--- config.mk ---
export PLATFORM = sky130hd
export DESIGN_NAME = tx_rate_adapter
export DESIGN_NICKNAME = d
export VERILOG_FILES = /design/src/rtl/txra_pkg.sv /design/src/rtl/txra_ce_gen.sv /design/src/rtl/txra_nibble_hold.sv /design/src/rtl/txra_out_stage.sv /design/src/rtl/tx_rate_adapter.sv
export SDC_FILE = /design/constraint.sdc
export NUM_CORES = 1
export LEC_CHECK = 0
export ABC_AREA = 1
export BUFFER_PORTS_ARGS = -buffer_cell sky130_fd_sc_hd__clkbuf_2
export CORE_AREA = 2 2 39 41
export DETAILED_ROUTE_END_ITERATION = 7
export DIE_AREA = 0 0 41 43
export HOLD_SLACK_MARGIN = 0.15
export PLACE_DENSITY = 0.86
export SETUP_SLACK_MARGIN = 0.02
export SYNTH_ARGS = -nofsm -noshare
export SYNTH_HDL_FRONTEND = slang
export SYNTH_HIERARCHICAL = 1
export SYNTH_SLANG_ARGS = --single-unit
--- constraint.sdc ---
create_clock -name clk -period 1.9 [get_ports clk]
set_clock_uncertainty 0.05 [all_clocks]
set_input_delay 0.285 -clock clk [delete_from_list [all_inputs] [get_ports clk]]
set_output_delay 0.285 -clock clk [all_outputs]
set_load 0.02 [all_outputs]
--- src/rtl/txra_pkg.sv ---
package txra_pkg;

  typedef enum logic {
    MODE_NIBBLE = 1'b0,
    MODE_BYTE   = 1'b1
  } rate_mode_e;

  typedef struct packed {
    logic valid;
    logic err;
  } tx_flags_t;

endpackage

--- src/rtl/txra_ce_gen.sv ---
module txra_ce_gen
  import txra_pkg::*;
(
  input  logic       clk,
  input  logic       rst_n,
  input  rate_mode_e mode,
  output logic       ce,
  output logic       second_nib
);

  logic phase_q;
  logic phase_d;

  // phase_q is 0 on cycles that accept a byte; held 0 in byte mode so that
  // entering nibble mode always starts on an accepting cycle
  always_comb begin
    if (mode == MODE_BYTE) phase_d = 1'b0;
    else                   phase_d = ~phase_q;
  end

  always_ff @(posedge clk) begin
    if (!rst_n) phase_q <= 1'b0;
    else        phase_q <= phase_d;
  end

  assign ce         = (mode == MODE_BYTE) | ~phase_q;
  assign second_nib = (mode == MODE_NIBBLE) & phase_q;

endmodule

--- src/rtl/txra_nibble_hold.sv ---
module txra_nibble_hold #(
  parameter int unsigned DATA_W = 8,
  localparam int unsigned NIB_W = DATA_W / 2
) (
  input  logic             clk,
  input  logic             rst_n,
  input  logic             take,
  input  logic [DATA_W-1:0] byte_in,
  output logic [NIB_W-1:0]  upper_q
);

  function automatic logic [NIB_W-1:0] upper_half(input logic [DATA_W-1:0] b);
    return b[DATA_W-1:NIB_W];
  endfunction

  always_ff @(posedge clk) begin
    if (!rst_n)    upper_q <= '0;
    else if (take) upper_q <= upper_half(byte_in);
  end

endmodule

--- src/rtl/txra_out_stage.sv ---
module txra_out_stage
  import txra_pkg::*;
#(
  parameter int unsigned DATA_W = 8,
  localparam int unsigned NIB_W = DATA_W / 2
) (
  input  logic              clk,
  input  logic              rst_n,
  input  rate_mode_e        mode,
  input  logic              take,
  input  logic              second_nib,
  input  logic [DATA_W-1:0] byte_in,
  input  tx_flags_t         flags_in,
  input  logic [NIB_W-1:0]  upper_held,
  output logic [DATA_W-1:0] data_q,
  output tx_flags_t         flags_q
);

  function automatic logic [DATA_W-1:0] widen(input logic [NIB_W-1:0] n);
    return {{(DATA_W-NIB_W){1'b0}}, n};
  endfunction

  function automatic logic [NIB_W-1:0] lower_half(input logic [DATA_W-1:0] b);
    return b[NIB_W-1:0];
  endfunction

  logic [DATA_W-1:0] data_d;
  tx_flags_t         flags_d;

  always_comb begin
    data_d  = data_q;
    flags_d = flags_q;
    if (take) begin
      flags_d = flags_in;
      if (mode == MODE_BYTE) data_d = byte_in;
      else                   data_d = widen(lower_half(byte_in));
    end else if (second_nib) begin
      data_d = widen(upper_held);
    end
  end

  always_ff @(posedge clk) begin
    if (!rst_n) begin
      data_q  <= '0;
      flags_q <= '0;
    end else begin
      data_q  <= data_d;
      flags_q <= flags_d;
    end
  end

endmodule

--- src/rtl/tx_rate_adapter.sv ---
module tx_rate_adapter
  import txra_pkg::*;
#(
  parameter int unsigned DATA_W = 8,
  localparam int unsigned NIB_W = DATA_W / 2
) (
  input  logic              clk,
  input  logic              rst_n,
  input  logic              speed_gig,
  input  logic [DATA_W-1:0] cl_data,
  input  logic              cl_valid,
  input  logic              cl_err,
  output logic              cl_ce,
  output logic [DATA_W-1:0] phy_data,
  output logic              phy_en,
  output logic              phy_err
);

  rate_mode_e       mode;
  logic             take;
  logic             second_nib;
  logic [NIB_W-1:0] upper_held;
  tx_flags_t        flags_in;
  tx_flags_t        flags_q;

  assign mode     = rate_mode_e'(speed_gig);
  assign flags_in = '{valid: cl_valid, err: cl_err};

  txra_ce_gen u_ce (
    .clk        (clk),
    .rst_n      (rst_n),
    .mode       (mode),
    .ce         (take),
    .second_nib (second_nib)
  );

  txra_nibble_hold #(.DATA_W(DATA_W)) u_hold (
    .clk     (clk),
    .rst_n   (rst_n),
    .take    (take),
    .byte_in (cl_data),
    .upper_q (upper_held)
  );

  txra_out_stage #(.DATA_W(DATA_W)) u_out (
    .clk        (clk),
    .rst_n      (rst_n),
    .mode       (mode),
    .take       (take),
    .second_nib (second_nib),
    .byte_in    (cl_data),
    .flags_in   (flags_in),
    .upper_held (upper_held),
    .data_q     (phy_data),
    .flags_q    (flags_q)
  );

  assign cl_ce   = take;
  assign phy_en  = flags_q.valid;
  assign phy_err = flags_q.err;

endmodule

# == Word-level counts from Yosys, hierarchy flattened ==
# Cells that the tools add are included.
# op_classes
n_mux,3
n_bitwise,5
n_reduce_logical,2
# ops
op,n
two-way mux 8 bit,3
inverter 1 bit,3
nonzero test 2 bit,1
OR reduction 2 bit,1
bitwise AND 1 bit,1
OR 1 bit,1
# word_totals
ff_bits,15
inputBits,13
output_inout_bits,11
word_cells,15

# == Depth between registers and ports, before layout ==
# Gate-level depths: netlist (run 1).
# depth
depth_word,4
mapped_depth,8
ltp_nobuf,8

# == Modules after synthesis ==
# Netlist (run 1), hierarchy kept.
# by_module_without_submodules
mod,instances,cells_each,area_each_um2,seq_area_each_um2
txra_out_stage,1,56,410.4,200.2
txra_nibble_hold,1,25,166.4,80.1
txra_ce_gen,1,6,43.8,20.0

# == Least setup slack after synthesis (run 1) ==
# OpenSTA, ideal clock, no wires.
# synth_timing
path_type,flip-flop to flip-flop
startpoint,register u_ce.phase_q
endpoint,register u_out.data_q[0]
setup_ps,56
arrival_ps,958
t_required_ps,1794
slack_ps,837
path_stages_with_launch,8
n_path_buf,0
period_less_slack_ps,1063
path_cell_list,dfxtp_1 -> nand2_2 -> inv_2 -> nor2_4 -> nand2_1 -> nand3_1 -> nand2_1 -> inv_1
# synth_via
elab_chain_len,3
word_cells_on_any_way,5
cone_classes,mux (1); bitwise (3); reduce/logical (1)
# synth_rtl
element,line,text
start: declaration,txra_ce_gen.sv:11,logic phase_q;
start signal: assignment,txra_ce_gen.sv:23,else phase_q <= phase_d;
inverter 1 bit *,txra_ce_gen.sv:26,assign ce = (mode == MODE_BYTE) | ~phase_q;
OR 1 bit *,txra_ce_gen.sv:26,
named net cl_ce,tx_rate_adapter.sv:13,"output logic cl_ce,"
two-way mux 8 bit or nonzero test 2 bit (tied branches),n/a,
end signal: assignment,txra_out_stage.sv:47,data_q <= data_d;
end: declaration,txra_out_stage.sv:15,"output logic [DATA_W-1:0] data_q,"
# The timed path passes the listed nets; every way through them passes the cells marked *.
# A chain may end at the register's enable or synchronous reset.

# == Worst setup path in the final report (run 1) ==
# layout_timing
startpoint,register u_ce.phase_q
endpoint,output cl_ce
# layout_via
elab_chain_len,2
# layout_rtl
element,line
inverter 1 bit,txra_ce_gen.sv:26
OR 1 bit,txra_ce_gen.sv:26
end: declaration,tx_rate_adapter.sv:13
# No other way between the ends.

==> results.cfg, run 1 <==
[clock_tree]
cts_tree = built
clock-sinks = 15
clock_latency_ns = 0.28
htree_levels = 1
clockRootBuffer = clkbuf_4
cts_resized = 0
clk_pin_slew_ns = 0.08
ctsHoldBuffers = 0
clk_path_buf_depth = 2
postCtsSetupBuffers = 0
numCtsBuffers = 3

[placed_design]
io_buffers = 23
dp_slack_ns = 0.457
placed_area_um2 = 733
place_inst = 124
dp_hpwl_um = 996
gp_congestion = 0.829

[routing]
drt_iter0_markers = 13
viasPerCell = 4.76
drtPass1Iterations = 4
drc = 0
route.detailed.wl_per_inst_um = 10.3
ant_nets = 0
vias = 609
totalWireLength_um = 1320

[global_route]
grt_overflow = 0
first_global_vias = 514
antenna_found_initial = 0
grt_pass1_wl_um = 2070
track_usage_pct = 17.6
grt_max_degree = 23

[hold_path]
hold_path.startpoint = cl_err
min_path_type = input pin to flip-flop

[power]
pwr-share-clk_pct = 29.0
power_density_nw_per_um2 = 803
pwr-share-comb_pct = 14.5
power.switching_mw = 0.162
swShare_pct = 26.5
seqPwrFrac_pct = 56.5
intPower_mw = 0.448
max-vdd-ir-drop_uv = 436
leakagePower_nw = 0.436

[layout]
mostFrequentLayoutCells = nand2_1, clkbuf_2, dfxtp_1, nor2_1, nand3_1
area_delta_synth_final_pct = 22.4
multi_input_area_um2 = 253
drive_above_1_share_pct = 27.7
nNetsFinal = 126
antennaDiodeCount = 0
seqCellArea_um2 = 300
final_common_cell = nand2_1
final_area_um2 = 759
fill_cells = 141
layout.cells.non_filler = 128

[worst_setup_path]
cp_data_arrival_time_ns = 1.19
crit_fanout = 22
cp-end-kind = output port
r2r_start = u_ce/phase_q
cp-startpoint = u_ce/phase_q
reg2reg_slack_ns = 0.57
rr_endpoint = u_out/data_q[0]
cp-start-kind = flip-flop
required_ns = 1.56
endpoint = cl_ce
r2r_cells = 7
crit_type = flip-flop to output port

[timing]
tightest_slew_ns = 0.396
fin_crit_ns = 1.52
fmax_ghz = 0.656
hold_ws_ns = 0.179
max_slew_margin_pct = 73.5
fin_setup_tns_ns = 0
setup_viol = 0
finalMaxSlewViolations = 0
finalHoldViolations = 0
setup_ws_ns = 0.375
period_share_pct = 80.2
rsz0062_at_grt = false

[floorplanning]
die_h_um = 43
rows = 14
boundaryPins = 24
dieArea_um2 = 1760
die_x_um = 41
fp.coreArea_um2 = 1380
initial_core_util_pct = 44.8

[synthesis]
ys_seq_area_share_pct = 48.4
synth_area_per_cell_um2 = 7.13
syn-num-nets = 100
ys.warnings.count = 6
synth_cell_types = 12
synthCells = 87
synth_seq_cells = 15
netlist_area_um2 = 621

[flow_run]
maxCapViolCount = 0

[run_status]
status = completed
[routing by layer]
| metal | wire length [um] | track usage, % |
|---|---|---|
| met5 | 0 | 0 |
| met4 | 19 | 12.0 |
| met3 | 92 | 5.24 |
| met2 | 620 | 23.4 |
| met1 | 585 | 23.3 |
[cells by family (layout without fill, tap and decap cells)]
| family | count (synthesis) | count (layout) | synth area share (%) |
|---|---|---|---|
| simple gates | 52 | 52 | 35.9 |
| flops | 15 | 15 | 48.4 |
| buf+inv | 14 | 39 | 10.9 |
| compound gates | 6 | 6 | 4.84 |
[critical path, cell delays in order (launching register included)]
cell and delay (ns):
dfxtp_1 0.34, nand2_2 0.32, clkbuf_2 0.25
[area by class of cell]
class	count	share of cell area [%]
flip-flops and latches	15	39.5
multi-input cells	58	33.3
inverters	12	5.93
clock buffers	4	3.46
well taps	16	2.64
repair buffers	23	15.2
[power by group through the flow]
| stage | logic [mW] | clock network [mW] | registers (mW) |
|---|---|---|---|
| 2_1_floorplan | 0.0421 | 0 | 0.364 |
| 3_3_place_gp | 0.0873 | 0 | 0.351 |
| 3_5_place_dp | 0.0889 | 0 | 0.351 |
| 4_1_cts | 0.0891 | 0.184 | 0.344 |
| 5_1_grt | 0.0989 | 0.198 | 0.346 |
| 6_report | 0.0885 | 0.177 | 0.344 |
[registers in the layout, summed over array words and instances (netlist names)]
name,cells
u_out/data_q,8
u_hold/upper_q,4
u_ce/phase_q,1
u_out/flags_q,2
[Yosys cell counts, drive strengths merged]
| cell type | instances | area [um^2] |
|---|---|---|
| nand2 | 26 | 100 |
| dfxtp | 15 | 300 |
| nor2 | 14 | 62.6 |
| inv | 12 | 45.1 |
| nand3 | 12 | 60.1 |
| a21oi | 4 | 20.0 |
| buf | 2 | 22.5 |
| o21ai | 2 | 10.0 |
[stage by stage]
| step | power (mW) | util [%] |
|---|---|---|
| 2_1_floorplan | 0.406 | - |
| 3_3_place_gp | 0.438 | 53.0 |
| 3_5_place_dp | 0.440 | 53.0 |
| 4_1_cts | 0.617 | 54.9 |
| 5_1_grt | 0.643 | 54.9 |
| 6_report | 0.610 | 54.9 |
[how the worst min path moves through the flow]
stage | endpoint | depth (start not counted) | slack [ns]
global route | u_out/flags_q[1] | 3 | 0.20
detailed placement | u_ce/phase_q | 1 | 0.40
floorplan | u_out/data_q[0] | 2 | 0.33
global placement | u_ce/phase_q | 1 | 0.39
finish | u_out/flags_q[0] | 3 | 0.18
CTS | u_out/flags_q[0] | 3 | 0.17
Note: power is estimated with default switching activity, not from simulation.
==> inputs of run 2 (changes only) <==
--- a/config.mk
+++ b/config.mk
@@ -7,11 +7,11 @@
 export LEC_CHECK = 0
 export ABC_AREA = 1
 export BUFFER_PORTS_ARGS = -buffer_cell sky130_fd_sc_hd__clkbuf_2
-export CORE_AREA = 2 2 39 41
+export CORE_MARGIN = 2
+export CORE_UTILIZATION = 41
 export DETAILED_ROUTE_END_ITERATION = 7
-export DIE_AREA = 0 0 41 43
 export HOLD_SLACK_MARGIN = 0.15
-export PLACE_DENSITY = 0.86
+export PLACE_DENSITY = 0.81
 export SETUP_SLACK_MARGIN = 0.02
 export SYNTH_ARGS = -nofsm -noshare
 export SYNTH_HDL_FRONTEND = slang
==> constraint.sdc (replaced) <==
create_clock -name clk -period 1.4 [get_ports clk]
set_clock_uncertainty 0.05 [all_clocks]
set_input_delay 0.21 -clock clk [delete_from_list [all_inputs] [get_ports clk]]
set_output_delay 0.21 -clock clk [all_outputs]
set_load 0.02 [all_outputs]
==> results.cfg, run 2 (synthesized netlist as in run 1, its figures left out) <==
[worst_setup_path]
crit_type = flip-flop to output port
r2r_start = u_ce/phase_q
r2r_cells = 7
required_ns = 1.14
rr_endpoint = u_out/data_q[2]
cp_data_arrival_time_ns = 0.99
reg2reg_slack_ns = 0.27
crit_fanout = 15
cp-start-kind = flip-flop
cp-end-kind = output port

[hold_path]
min_path_type = input pin to flip-flop
hold_path.startpoint = cl_data[1]
holdPathStages = 5
holdPathEnd = u_out/data_q[1]

[global_route]
grt_overflow = 0
grt_pass1_wl_um = 2260
grt_max_degree = 16
track_usage_pct = 16.5
antenna_found_initial = 0
first_global_vias = 530

[layout]
top_regs = u_out/data_q x8, u_hold/upper_q x4, u_out/flags_q x2
drive_above_1_share_pct = 26.9
top_register = u_out/data_q
mostFrequentLayoutCells = nand2_1, clkbuf_2, dfxtp_1, nor2_1, nand3_1
antennaDiodeCount = 0
multi_input_area_um2 = 258
fill_cells = 149
final_common_cell = nand2_1
seqCellArea_um2 = 300
nNetsFinal = 133
area_delta_synth_final_pct = 34.1
largest_reg_flops = 8

[timing]
finalHoldViolations = 0
fmax_ghz = 0.799
rsz0062_at_grt = false
fin_crit_ns = 1.25
tightest_slew_ns = 0.235
period_share_pct = 89.5
finalMaxSlewViolations = 0
max_slew_margin_pct = 84.3
setup_viol = 0
setup_ws_ns = 0.148
fin_setup_tns_ns = 0

[floorplanning]
die_h_um = 42.9
rows = 14
die_x_um = 42.9
initial_core_util_pct = 42.7
dieArea_um2 = 1840
fp.coreArea_um2 = 1450
boundaryPins = 24

[run_status]
status = completed

[power]
leakagePower_nw = 0.472
pwr-share-clk_pct = 28.0
swShare_pct = 25.9
power.switching_mw = 0.217
intPower_mw = 0.620
max-vdd-ir-drop_uv = 519
power_density_nw_per_um2 = 1010
pwr-share-comb_pct = 16.3
seqPwrFrac_pct = 55.7

[clock_tree]
clock-sinks = 15
clk_pin_slew_ns = 0.08
clock_latency_ns = 0.27
postCtsSetupBuffers = 0
cts_tree = built
clk_path_buf_depth = 2
clockRootBuffer = clkbuf_4
numCtsBuffers = 3
htree_levels = 1

[routing]
drt_iter0_markers = 3
viasPerCell = 4.65
totalWireLength_um = 1290
drtPass1Iterations = 4
ant_nets = 0
drc = 0
vias = 628
route.detailed.wl_per_inst_um = 9.56

[flow_run]
maxCapViolCount = 0

[placed_design]
gp_congestion = 0.819
dp_hpwl_um = 970
dp_slack_ns = 0.121
io_buffers = 23
[run 2: changes by cell type in the layout (fill, tap and decap cells not counted)]
cell	before	now
dlygate4sd3_1	0	6
buf_4	0	1
nand2_2	1	0
nand2_4	0	1
[run 2: area by class of cell]
class | instances | area share, %
sequential | 15 | 36.1
multi-input combinational | 58 | 31.0
timing repair buffer | 30 | 22.0
inverter | 12 | 5.41
clock buffer | 4 | 3.16
tap | 16 | 2.41
[run 2: layer usage]
metal	global-route usage, %	vias to the layer above	part of all wire, %	routed length, um
met4	11.3	0	1.1	14
met3	3.83	2	5.1	66
li1	-	334	-	-
met1	21.1	275	47	610
met2	24.2	17	46	599
met5	0	-	0	0
[run 2: timing repair]
action	CTS	global route
endpoints found under the setup margin	0	1
hold buffers	6	0
resized for setup	0	1
endpoints found under the hold margin	6	0
[run 2: power by group through the flow]
stage               combinational, mW  clock [mW]  sequential (mW)
floorplan                      0.0572           0            0.494
finish                          0.136       0.235            0.466
CTS                             0.136       0.250            0.466
detailed placement              0.122           0            0.476
global route                    0.152       0.273            0.469
global placement                0.121           0            0.476
[run 2: worst max-delay path by stage]
stage               slack [ns]               to    startpoint
detailed placement        0.12  u_out/data_q[2]     speed_gig
finish                    0.15            cl_ce  u_ce/phase_q
global route              0.08            cl_ce  u_ce/phase_q
floorplan                 0.34  u_out/data_q[0]  u_ce/phase_q
global placement          0.17  u_out/data_q[1]     speed_gig
CTS                       0.04            cl_ce  u_ce/phase_q
[run 2: metrics by stage]
stage                     cell area [um^2]  hold WS (ns)  util, %  total power [mW]  std cells
after CTS                              827         0.168     56.9             0.852        135
after floorplan                        621         0.258        -             0.551         87
after global placement                 741         0.381     50.9             0.596        125
after detailed placement               741         0.389     50.9             0.598        125
after global routing                   832         0.172     57.2             0.895        135
final                                  832         0.182     57.2             0.838        135
[run 2: critical path: stages (launching register included)]
cell and delay [ns]:
dfxtp_1 0.39, nand2_4 0.14, clkbuf_2 0.19
